[src/rtl/wdog_pkg.sv]
package wdog_pkg;
    typedef enum logic [1:0] {
        WD_IDLE  = 2'd0,
        WD_ARMED = 2'd1,
        WD_PULSE = 2'd2
    } wd_state_e;

    localparam int unsigned DEF_CNT_W  = 16;
    localparam int unsigned DEF_DIV    = 12;
    localparam int unsigned DEF_RST_MC = 5;
    localparam int unsigned DEF_SYNC   = 2;
endpackage

[src/rtl/wdog_prescale.sv]
module wdog_prescale #(
    parameter int unsigned DIV = 12
) (
    input  logic clk,
    input  logic rst_n,
    output logic tick
);
    localparam int unsigned PW = (DIV > 1) ? $clog2(DIV) : 1;
    localparam logic [PW-1:0] LAST = PW'(DIV - 1);

    logic [PW-1:0] pre_d, pre_q;

    always_comb begin
        pre_d = (pre_q == LAST) ? '0 : pre_q + PW'(1);
    end

    always_ff @(posedge clk or negedge rst_n) begin
        if (!rst_n) pre_q <= '0;
        else        pre_q <= pre_d;
    end

    assign tick = (pre_q == LAST);

    AST_TICK_SPACED: assert property (@(posedge clk) disable iff (!rst_n)
        tick |=> !tick);
endmodule

[src/rtl/wdog_extsync.sv]
module wdog_extsync #(
    parameter int unsigned STAGES = 2
) (
    input  logic clk,
    input  logic rst_n,
    input  logic tick,
    input  logic ext_in,
    output logic evt
);
    logic [STAGES-1:0] sync_d, sync_q;
    logic              smp_d, smp_q;

    generate
        for (genvar i = 0; i < STAGES; i++) begin : g_sync
            if (i == 0) begin : g_first
                assign sync_d[i] = ext_in;
            end else begin : g_next
                assign sync_d[i] = sync_q[i-1];
            end
        end
    endgenerate

    always_comb begin
        smp_d = tick ? sync_q[STAGES-1] : smp_q;
    end

    always_ff @(posedge clk or negedge rst_n) begin
        if (!rst_n) begin
            sync_q <= '0;
            smp_q  <= 1'b0;
        end else begin
            sync_q <= sync_d;
            smp_q  <= smp_d;
        end
    end

    assign evt = tick & smp_q & ~sync_q[STAGES-1];

    AST_EVT_ON_TICK: assert property (@(posedge clk) disable iff (!rst_n)
        evt |-> tick);
    AST_EVT_SINGLE: assert property (@(posedge clk) disable iff (!rst_n)
        evt |=> !evt);
endmodule

[src/rtl/wdog_core.sv]
module wdog_core
    import wdog_pkg::*;
#(
    parameter int unsigned CNT_W  = 16,
    parameter int unsigned DIV    = 12,
    parameter int unsigned RST_MC = 5
) (
    input  logic             clk,
    input  logic             rst_n,
    input  logic             tick,
    input  logic             cnt_en,
    input  logic             wd_en,
    input  logic             wr_hi,
    input  logic             wr_lo,
    input  logic [7:0]       wr_data,
    input  logic             flag_clr,
    output logic [CNT_W-1:0] count,
    output logic             flag,
    output logic             pulse
);
    localparam int unsigned LO_W = 8;
    localparam int unsigned HI_W = CNT_W - LO_W;
    localparam int unsigned LW   = (RST_MC > 1) ? $clog2(RST_MC) : 1;
    localparam int unsigned PULSE_CLK = RST_MC * DIV;

    typedef struct packed {
        logic [CNT_W-1:0] count;
        logic             flag;
        wd_state_e        state;
        logic [LW-1:0]    left;
    } core_s;

    core_s st_d, st_q;
    logic  ovf, start, hold_rst, wr_any;

    always_comb begin
        st_d     = st_q;
        wr_any   = wr_hi | wr_lo;
        ovf      = cnt_en && !wr_any && (st_q.count == '1) && (st_q.state != WD_PULSE);
        start    = (st_q.state == WD_ARMED) && tick;
        hold_rst = (st_q.state == WD_PULSE) || start;

        if (hold_rst) begin
            st_d.count = '0;
            st_d.flag  = 1'b0;
        end else begin
            if (wr_any) begin
                if (wr_hi) st_d.count[CNT_W-1:LO_W] = HI_W'(wr_data);
                if (wr_lo) st_d.count[LO_W-1:0]     = wr_data;
            end else if (cnt_en) begin
                st_d.count = st_q.count + CNT_W'(1);
            end
            if (ovf)           st_d.flag = 1'b1;
            else if (flag_clr) st_d.flag = 1'b0;
        end

        unique case (st_q.state)
            WD_IDLE: begin
                if (ovf && wd_en) st_d.state = WD_ARMED;
            end
            WD_ARMED: begin
                if (tick) begin
                    st_d.state = WD_PULSE;
                    st_d.left  = LW'(RST_MC - 1);
                end
            end
            WD_PULSE: begin
                if (tick) begin
                    if (st_q.left == '0) st_d.state = WD_IDLE;
                    else                 st_d.left  = st_q.left - LW'(1);
                end
            end
            default: st_d.state = WD_IDLE;
        endcase
    end

    always_ff @(posedge clk or negedge rst_n) begin
        if (!rst_n) begin
            st_q.count <= '0;
            st_q.flag  <= 1'b0;
            st_q.state <= WD_IDLE;
            st_q.left  <= '0;
        end else begin
            st_q <= st_d;
        end
    end

    assign count = st_q.count;
    assign flag  = st_q.flag;
    assign pulse = (st_q.state == WD_PULSE);

    // Clock count of the current reset pulse, used only by the checks below
    logic [15:0] plen_q;
    always_ff @(posedge clk or negedge rst_n) begin
        if (!rst_n)     plen_q <= '0;
        else if (pulse) plen_q <= plen_q + 16'd1;
        else            plen_q <= '0;
    end

    AST_STEP_ONE: assert property (@(posedge clk) disable iff (!rst_n)
        (cnt_en && !wr_any && !hold_rst) |=> (count == $past(count) + CNT_W'(1)));
    AST_HOLD_IDLE: assert property (@(posedge clk) disable iff (!rst_n)
        (!cnt_en && !wr_any && !hold_rst) |=> $stable(count));
    AST_FLAG_ON_WRAP: assert property (@(posedge clk) disable iff (!rst_n)
        (cnt_en && !wr_any && !hold_rst && count == '1) |=> (flag && count == '0));
    AST_PULSE_ON_TICK: assert property (@(posedge clk) disable iff (!rst_n)
        $rose(pulse) |-> $past(tick));
    AST_PULSE_CLEARS: assert property (@(posedge clk) disable iff (!rst_n)
        pulse |=> (!flag && count == '0));
    AST_PULSE_LEN: assert property (@(posedge clk) disable iff (!rst_n)
        $fell(pulse) |-> (plen_q == 16'(PULSE_CLK)));
endmodule

[src/rtl/wdog_tc.sv]
module wdog_tc
    import wdog_pkg::*;
#(
    parameter int unsigned CNT_W  = DEF_CNT_W,
    parameter int unsigned DIV    = DEF_DIV,
    parameter int unsigned RST_MC = DEF_RST_MC,
    parameter int unsigned SYNC   = DEF_SYNC
) (
    input  logic             clk,
    input  logic             rst_n,
    input  logic             ext_sel,
    input  logic             pwr_down,
    input  logic             wd_en,
    input  logic             ext_in,
    input  logic             wr_hi,
    input  logic             wr_lo,
    input  logic [7:0]       wr_data,
    input  logic             flag_clr,
    output logic [CNT_W-1:0] count_o,
    output logic             ovf_flag,
    output logic             irq,
    output logic             wd_rst,
    output logic             mem_keep
);
    logic tick, evt, cnt_en, pulse;

    wdog_prescale #(.DIV(DIV)) u_pre (
        .clk  (clk),
        .rst_n(rst_n),
        .tick (tick)
    );

    wdog_extsync #(.STAGES(SYNC)) u_sync (
        .clk   (clk),
        .rst_n (rst_n),
        .tick  (tick),
        .ext_in(ext_in),
        .evt   (evt)
    );

    assign cnt_en = ext_sel ? evt : (tick & ~pwr_down);

    wdog_core #(.CNT_W(CNT_W), .DIV(DIV), .RST_MC(RST_MC)) u_core (
        .clk     (clk),
        .rst_n   (rst_n),
        .tick    (tick),
        .cnt_en  (cnt_en),
        .wd_en   (wd_en),
        .wr_hi   (wr_hi),
        .wr_lo   (wr_lo),
        .wr_data (wr_data),
        .flag_clr(flag_clr),
        .count   (count_o),
        .flag    (ovf_flag),
        .pulse   (pulse)
    );

    assign irq      = ovf_flag & ~wd_en;
    assign wd_rst   = pulse;
    assign mem_keep = pulse;

    AST_PD_FROZEN: assert property (@(posedge clk) disable iff (!rst_n)
        (pwr_down && !ext_sel && !wr_hi && !wr_lo && !wd_rst && !$rose(wd_rst)) |=> (count_o == $past(count_o) || wd_rst));
endmodule

[config.mk]
export PLATFORM = sky130hd
export DESIGN_NAME = wdog_tc
export DESIGN_NICKNAME = d
export VERILOG_FILES = /design/src/rtl/wdog_pkg.sv /design/src/rtl/wdog_prescale.sv /design/src/rtl/wdog_extsync.sv /design/src/rtl/wdog_core.sv /design/src/rtl/wdog_tc.sv
export SDC_FILE = /design/constraint.sdc
export NUM_CORES = 1
export LEC_CHECK = 0
export ABC_CLOCK_PERIOD_IN_PS = 3040
export BUFFER_PORTS_ARGS = -buffer_cell sky130_fd_sc_hd__buf_2
export CAP_MARGIN = 20
export CORE_MARGIN = 3
export CORE_UTILIZATION = 55
export DETAILED_ROUTE_END_ITERATION = 6
export PLACE_DENSITY = 0.82
export SYNTH_ARGS = -nofsm -noshare
export SYNTH_HDL_FRONTEND = slang
export SYNTH_SLANG_ARGS = --single-unit
[constraint.sdc]
create_clock -name clk -period 3.04 [get_ports clk]
set_input_delay 0.304 -clock clk [delete_from_list [all_inputs] [get_ports clk]]
set_output_delay 0.304 -clock clk [all_outputs]
set_load 0.03 [all_outputs]
* Word-level counts from Yosys, hierarchy flattened *
Cells that the tools add are included.

operators by class
  $add $sub $neg = 3
  equal/unequal tests = 12
  mux-type cells = 16
  bitwise logic cells = 8
  reductions and logical operators = 16

operators by type and width
  cell                   number
  $mux 16                2
  $mux 17                1
  $add 16x1->16 const B  1
  $eq 16x16->1 const B   1
  $mux 8                 2
  $mux 5                 2
  $reduce_and 4->1       2
  $ne 2x1->1 const B     3
  $ne 2x2->1 const B     3
  $ne 3x2->1 const B     2
  $pmux 2 s3             1
  $pmux 3 s2             1
  $reduce_bool 3->1      2
  $logic_and 1x1->1      5
  $add 4x1->4 const B    1
  $and 1x1->1            4
  $eq 4x4->1 const B     1
  $mux 2                 2
  $mux 4                 1
  $reduce_and 2->1       2
  $logic_not 3->1        1
  $mux 1                 3
  $mux 3                 1
  $not 1->1              3
  other kinds (8)        8

storage, ports and cells
  register bits after elaboration = 29
  input bits = 17
  output and inout bits = 20

* Longest topological paths before layout *
Gate-level depths: netlist of run 1.

  depth after elaboration = 10
  gate-level depth with buffers = 7

* Hierarchy *
Synthesis of run 1 repeated with hierarchy kept, for this count alone.

second synthesis, totals
  cells, all modules = 199
  area total of the unflattened synthesis = 1810.5 sq um

modules (own cells, without submodules)
  module         instances  cells each  area an instance (sq um)
  wdog_core      1          175         1497.7
  wdog_prescale  1          14          180.2
  wdog_extsync   1          5           100.1
  wdog_tc        1          5           32.5

* Least setup slack after synthesis of run 1 *
Ideal clock, no wire load.

  path kind = register to register
  start = register, netlist name u_core.count[0]
  end = register, netlist name u_core.count[12]
  setup time = 0.139 ns
  arrival = 1.510 ns
  data required time = 2.901 ns
  setup slack = 1.391 ns
  cell stages (with the launch flop) = 6
  path buffers = 0
  clock period less this slack = 1.649 ns
  cells stage by stage = dfrtp_1 ha_1 nand3_1 or4_1 o31ai_1 o22ai_1

on the way
  cells in the longest elaborated chain, start to end = 4

ends and longest elaborated chain
  what           RTL line         text
  $add 16x1->16  wdog_core.sv:51  st_d.count = st_q.count + CNT_W'(1);
  $mux 16        wdog_core.sv:50  end else if (cnt_en) begin
  $mux 16        wdog_core.sv:47  if (wr_any) begin
  $mux 17        wdog_core.sv:43  if (hold_rst) begin

No other way between the ends. The select of a mux whose other input is x is not followed.
A chain may end at the register's enable or synchronous reset.

* Worst setup path after layout of run 1 *
  start = register u_pre.pre_q[0]
  end = register, netlist name u_core.count[6]

on the way
  cells in the longest elaborated chain, start to end = 6

ends and longest elaborated chain
  what                                RTL line             text
  start: declaration                  wdog_prescale.sv:11  logic [PW-1:0] pre_d, pre_q;
  start signal: assignment            wdog_prescale.sv:19  else pre_q <= pre_d;
  $eq 4x4->1 *                        wdog_prescale.sv:22  assign tick = (pre_q == LAST);
  $and 1x1->1 (2 in series)           wdog_extsync.sv:37   assign evt = tick & smp_q & ~sync_q[STAGES-1];
  $mux 1                              wdog_tc.sv:41        assign cnt_en = ext_sel ? evt : (tick & ~pwr_down);
  $reduce_bool 3->1 (no source line)  --
  $reduce_and 2->1 (no source line)   --

Mark *: on every way between the ends. The rest lies on a longest branch, timed or not.

==> results by group, run 1 <==
Outcome
  – Status: finished clean

Cells and area
  – Most frequent cells in the layout: buf_2, dfrtp_1, nand2_1
  – Layout Area Growth over Synthesis: 7.086%
  – Multi-input logic area: 1109 µm²
  – Reg area: a little over 700 µm²
  – Antenna diodes: 0
  – Final Core Density: 0.6324
  – Layout fillers: 310
  – Commonest non-fill, non-tap cell in the layout: buf_2
  – Final Net Count: 259
  – Layout cell share with drive strength beyond 1: 0.2469

CTS
  – Post-CTS Hold Buffers: 0
  – Postcts setup bufs: 0
  – CTS Sinks: 29
  – Maximum buffer depth of the clock tree: 2
  – H-tree Lvls: 2
  – Root buf cell: clkbuf_8
  – CTS tree: built
  – Worst skew pair latency: roughly 0.28 ns
  – CTS Buf Count: 5
  – Clk pin slew, worst setup/hold paths: roughly 0.060 ns
  – Post-CTS Resized: 0

Place
  – Port Buffers: 36
  – Place WS: 1.017 ns
  – RD Place Congestion: 0.9452
  – HPWL after detailed placement: 3.465 mm

GRT
  – First-pass GRT wire length: 7.921 mm
  – Initial antenna violation count: 0
  – Largest net degree at the start of global routing: 30
  – Vias in the first global route: roughly 1700
  – Tot GR Track Use: 0.2356
  – Grt ovf: 0

Synth
  – Distinct cells, synth: 65
  – Synth Flop Type: dfrtp_1
  – Synth Instances: 221
  – Syn_area_per_cell: 9.268 µm²
  – Flops & latches, synth: 29
  – Syn_nets: 242
  – Seq/Total Area, Yosys: 0.3543
  – Asr flop ratio synth: 1.000
  – Post-synth EDFFs: 0
  – Synth Warn #: 0
  – Synthesized area: 2048 µm²

Timing
  – Setup total negative slack: 0 ns
  – Max-slew violation count: 0
  – F_max: 0.4769 GHz
  – Final setup violation count: 0
  – Worst slew margin: 0.5536
  – Hold slack: 0.05066 ns
  – Fin crit share: 0.6898
  – Final worst slack: 0.9431 ns
  – Final min period: 2.097 ns
  – Slew @ Worst Pin: 0.6696 ns
  – Layout Skew: 0.007545 ns
  – Hold Violations, Final: 0
  – RSZ-0062 raised after global routing: false

Floorplanning
  – Core area: 3468 µm²
  – Row cnt: 21
  – Initial Utilization: 0.5905
  – Chip Height: 67.03 µm
  – Die area: between 4000 and 5000 µm²
  – I/O pin total: 37
  – Die W: 67.03 µm

Power
  – Pwr dens: 440.7 nW/µm²
  – Worst vdd ir: 0.0003674 V
  – P_leak: 0.8908 nW
  – Power Total: 0.9666 mW

Routing
  – Routed vias: 1887
  – Routed WL: 4.956 mm
  – DR pass1 iterations: 7
  – Routed len/inst: around 17 µm
  – Antenna viol nets, final: 0
  – DR DRC count: 0
  – Routed vias/inst: 6.621
  – DR iter-0 viols: about 280

Worst setup path
  – Setup crit start kind: flip-flop
  – Worst R2R Start: u_pre.pre_q[0]
  – Cell family with the largest share of critical-path delay: compound AO/OA/AOI/OAI gates
  – Setup Crit Path Kind: reg2reg
  – Worst reg2reg setup slack: about 0.94 ns
  – Worst-path maximum fanout: 14
  – CP required: approximately 3.2 ns
  – Slowest-stage cell, CP: and3b_1
  – Worst R2R Path Depth: 5
  – CP Buf/Inv Count: 0
  – WP data arrival: 2.25 ns
  – Worst path max stage delay: 0.50 ns
  – Reg2reg end: u_core.count[6]
  – CP Capture Type: flip-flop
  – Crit-path cells: ha_1 -> and3b_1 -> o21ai_1 -> o311ai_0 -> a21oi_1

Run
  – Maxcap violations: 0

Min path
  – Hold Crit Class: in2async
==> cell usage after synthesis (2+ instances only) <==
cell type,n,area [µm²]
o41ai_1,2,17.52
a2bb2o_4,2,40.04
a21oi_1,8,40.04
nand3_1,5,25.02
and3_1,2,12.51
nor3_1,2,10.01
clkbuf_1,2,7.510
ha_1,4,50.05
o21ai_1,2,10.01
and4_4,2,22.52
o31ai_1,3,22.52
dfrtp_1,29,725.7
buf_2,6,30.03
buf_4,19,142.6
o31a_1,3,26.28
and3b_1,2,17.52
xnor2_1,2,17.52
nand3b_1,5,37.54
o41a_1,2,22.52
nand3_2,3,30.03
o21a_1,3,22.52
nor2_1,8,30.03
nand4_1,8,50.05
nand2_1,21,78.83
o2bb2ai_1,2,17.52
or4_1,2,15.01
o22ai_1,5,31.28
a32oi_1,4,35.03
mux2_2,2,22.52
inv_1,7,26.28
nor2b_1,4,25.02
o311ai_0,4,35.03
o21ai_0,14,70.07
==> worst reg2reg max path: cells and delay by family, from the launching register on <==
family                   cells  cell delay, ns
AO/OA/AOI/OAI                3            0.89
AND/OR/NAND/NOR              1            0.50
flip-flops                   1            0.37
adder cells (fa/ha/maj)      1            0.23
==> layout make-up <==
type	instances	share of cell area
flip-flops and latches	29	0.3309
clock buffers	8	0.03651
well taps	46	0.02624
repair buffers	37	0.08557
inverters	9	0.01540
multi-input cells	156	0.5054
==> metrics by stage <==
step / cells / instance area [µm²]
2_1_floorplan: 221 / 2048
3_3_place_gp: 277 / 2113
3_5_place_dp: 277 / 2113
4_1_cts: 285 / 2193
5_1_grt: 285 / 2193
6_report: 285 / 2193
==> logic make-up after synthesis <==
| family | share of synthesized area |
|---|---|
| buffers and inverters | 0.1045 |
| flip-flops | 0.3543 |
| AND/OR/NAND/NOR | 0.2132 |
| multiplexers | 0.01588 |
| adder cells (fa/ha/maj) | 0.02444 |
| AO/OA/AOI/OAI | 0.2792 |
| XOR/XNOR | 0.008554 |
==> state kept, by name (all words and copies together), names as in the netlist <==
signal / flops
u_core.count: 16
u_core.st_q: 5
u_pre.pre_q: 4
u_sync.sync_q: 2
u_core.flag: 1
u_sync.smp_q: 1
==> worst max-delay path by stage <==
stage	to	startpoint	cells past startpoint	slack, ns
floorplan	u_core.count[12]	u_core.count[0]	5	1.39
detailed placement	u_core.count[15]	u_pre.pre_q[0]	5	1.02
finish	u_core.count[6]	u_pre.pre_q[0]	5	0.94
CTS	u_core.count[15]	u_pre.pre_q[0]	5	0.99
global route	u_core.count[6]	u_pre.pre_q[0]	5	0.80
global placement	u_core.count[15]	u_pre.pre_q[0]	5	1.08
==> report_power, final <==
group	internal, mW	switching (mW)
logic	0.0687	0.132
registers	0.415	0.0425
clock network	0.162	0.146
==> routing by layer <==
metal	vias up	routed length, µm	global-route usage
li1	856	-	-
met1	890	2159	0.3442
met2	123	2174	0.3411
met3	18	544	0.05228
met4	0	76	0.07595
met5	-	0	0
No activity file was read; power rests on OpenSTA's default activity.
==> run 2: changes to the inputs <==
- ABC_CLOCK_PERIOD_IN_PS: 3040 -> 1700
- CORE_UTILIZATION: 55 -> 50
- PLACE_DENSITY: 0.82 -> 0.79
- clock period: 3.04 -> 1.7 ns (I/O delays scaled with it)
==> results by group, run 2 (synthesis results as in run 1) <==
Floorplanning
  – Core area: 3799 µm² (+9.5%)
  – Die W: 70.01 µm (+4.4%)
  – Row cnt: 22 (+4.8%)
  – Initial Utilization: 0.5392 (-0.05135)
  – Chip Height: 70.01 µm (+4.4%)
  – I/O pin total: 37 (unchanged)
  – Die area: 4901 µm² (+9.1%)

GRT
  – First-pass GRT wire length: 9.114 mm (+15%)
  – Vias in the first global route: 1955 (+18%)
  – Initial antenna violation count: 0 (unchanged)
  – Largest net degree at the start of global routing: 30 (unchanged)
  – Tot GR Track Use: 0.2305 (-0.005181)
  – Grt ovf: 0 (unchanged)

Worst setup path
  – Setup crit start kind: flip-flop
  – CP Capture Type: flip-flop
  – Worst R2R Start: u_pre.pre_q[1]
  – CP required: 1.85 ns (-1.34 ns)
  – Worst-path maximum fanout: 7 (-7)
  – Worst setup path startpoint: u_pre.pre_q[1]
  – Setup Crit Path Kind: reg2reg
  – WP data arrival: 1.97 ns (-0.28 ns)

Cells and area
  – Commonest non-fill, non-tap cell in the layout: buf_2
  – Biggest register: u_core.count
  – Top Registers: u_core.count x16, u_core.st_q x5, u_pre.pre_q x4
  – Most frequent cells in the layout: buf_2, dfrtp_1, buf_4
  – Max reg flops: 16 (unchanged)
  – Antenna diodes: 0 (unchanged)
  – Fin area: 2566 µm² (+17%)
  – Final Net Count: 291 (+12%)
  – Layout Area Growth over Synthesis: 25.29%
  – Layout cell share with drive strength beyond 1: 0.3764 (+0.1295)

Place
  – RD Place Congestion: 0.8908 (-5.8%)
  – Place WS: 0.02823 ns (-0.9887 ns)
  – HPWL after detailed placement: 3.919 mm (+13%)
  – Port Buffers: 36 (unchanged)
  – Placed instance area: 2326 µm² (+10%)

Timing
  – F_max: 0.5519 GHz (+16%)
  – Hold Violations, Final: 0 (unchanged)
  – Max-slew violation count: 0 (unchanged)
  – Hold slack: 0.1535 ns (+0.1029 ns)
  – RSZ-0062 raised after global routing: true
  – Fin crit share: 1.066 (+0.3761)
  – Slew @ Worst Pin: 0.6812 ns (+0.01161 ns)
  – Final min period: 1.812 ns (-0.2848 ns)
  – Final worst slack: -0.1120 ns (-1.055 ns)
  – Layout Skew: 0.006556 ns (-0.0009890 ns)
  – Setup total negative slack: -0.1159 ns (-0.1159 ns)
  – Worst slew margin: 0.5459 (-0.007737)
  – Final setup violation count: 2 (+2)

Power
  – Combinational Power Share: 0.218 (+0.010)
  – Clock power frac: 0.377 (+0.058)
  – P_leak: 1.070 nW (+20%)
  – Worst vdd ir: 0.0005592 V (+52%)
  – Switching share of power: 0.3072 (-0.02449)
  – Power Total: 1.992 mW (+110%)
  – Int Pwr: 1.380 mW (+110%)
  – Sequential share of power: 0.405 (-0.068)
  – P_sw: 0.6120 mW (+91%)
  – Pwr dens: 776.2 nW/µm² (+76%)

CTS
  – Clk pin slew, worst setup/hold paths: 0.07 ns (about the same)
  – Maximum buffer depth of the clock tree: 2 (unchanged)
  – CTS Sinks: 29 (unchanged)
  – Worst skew pair latency: 0.28 ns (about the same)
  – CTS tree: built
  – CTS Buf Count: 5 (unchanged)
  – Root buf cell: clkbuf_8
  – H-tree Lvls: 2 (unchanged)

Routing
  – Routed vias/inst: 6.470 (-2.3%)
  – Routed len/inst: 18.23 µm (+4.8%)
  – DR DRC count: 0 (unchanged)
  – DR pass1 iterations: 5 (-2)
  – Routed WL: 5.816 mm (+17%)
  – Antenna viol nets, final: 0 (unchanged)
  – DR iter-0 viols: 239 (-14%)
  – Routed vias: 2064 (+9.4%)

Min path
  – Hold Crit Class: in2reg
  – HP Start: wd_en

Outcome
  – Failing checks: setup timing
  – Status: finished, violations left

Run
  – Maxcap violations: 0 (unchanged)
-- run 2: cell types whose count changed in the layout (fill, tap and decap cells not counted), moves of 2 or more --
| cell | change |
|---|---|
| ha_1 | -2 |
| a21oi_2 | +3 |
| ha_2 | +2 |
| clkbuf_1 | -2 |
| o311ai_1 | +2 |
| o311ai_0 | -2 |
| buf_4 | +27 |
| a21oi_1 | -3 |
| dlygate4sd3_1 | +2 |
| buf_6 | +3 |
-- run 2: stage by stage --
| stage | utilization | std cells |
|---|---|---|
| after global routing | 0.6756 | 319 |
| after global placement | 0.6123 | 307 |
| after detailed placement | 0.6123 | 307 |
| after CTS | 0.6486 | 317 |
| final | 0.6756 | 319 |
| after floorplan | - | 221 |
-- run 2: path summary, 6_finish.rpt --
kind | end | slack (ns) | cells past startpoint
max | u_core.count[5] | -0.11 | 5
min | u_core.st_q[3] | 0.15 | 2
max reg2reg | u_core.count[5] | -0.11 | 5
min reg2reg | u_sync.sync_q[1] | 0.36 | 0
max in group asynchronous | u_core.count[1] | 0.80 | 2
min in group asynchronous | u_core.st_q[4] | 0.45 | 2
-- run 2: layer usage --
| layer | vias to the layer above | wire, µm | GRT usage |
|---|---|---|---|
| met5 | - | 0 | 0 |
| met4 | 0 | 148 | 0.07660 |
| met3 | 22 | 590 | 0.06619 |
| met2 | 131 | 2780 | 0.3599 |
| met1 | 983 | 2297 | 0.3062 |
| li1 | 928 | - | - |
-- run 2: power by group through the flow --
stage          clock network (mW)  logic [mW]  registers, mW
4_1_cts                     0.751       0.414          0.804
3_3_place_gp                    0       0.403          0.812
6_report                    0.751       0.435          0.806
5_1_grt                     0.799       0.466          0.815
2_1_floorplan                   0       0.313          0.809
3_5_place_dp                    0       0.407          0.816
-- run 2: critical path: stages, from the launching register on --
cell	delay, ns
dfrtp_1	0.36
ha_2	0.19
and3b_2	0.28
o21ai_2	0.18
o311ai_0	0.55
a21oi_2	0.12
-- run 2: timing repair --
item	CTS	global route
setup buffers	0	2
hold endpoints to repair	30	0
gates cloned	0	0
gates resized for setup	1	19
pin swaps	0	11
setup endpoints to repair	1	17
hold buffers	2	0
-- run 2: cell type report --
type                       count  area (µm²)
clock buffer                   7       86.33
clock inverter                 1       30.03
fill                         300        1232
inverter                       9       33.78
multi-input combinational    156        1186
sequential                    29       725.7
tap                           48       60.06
timing repair buffer          69       444.2
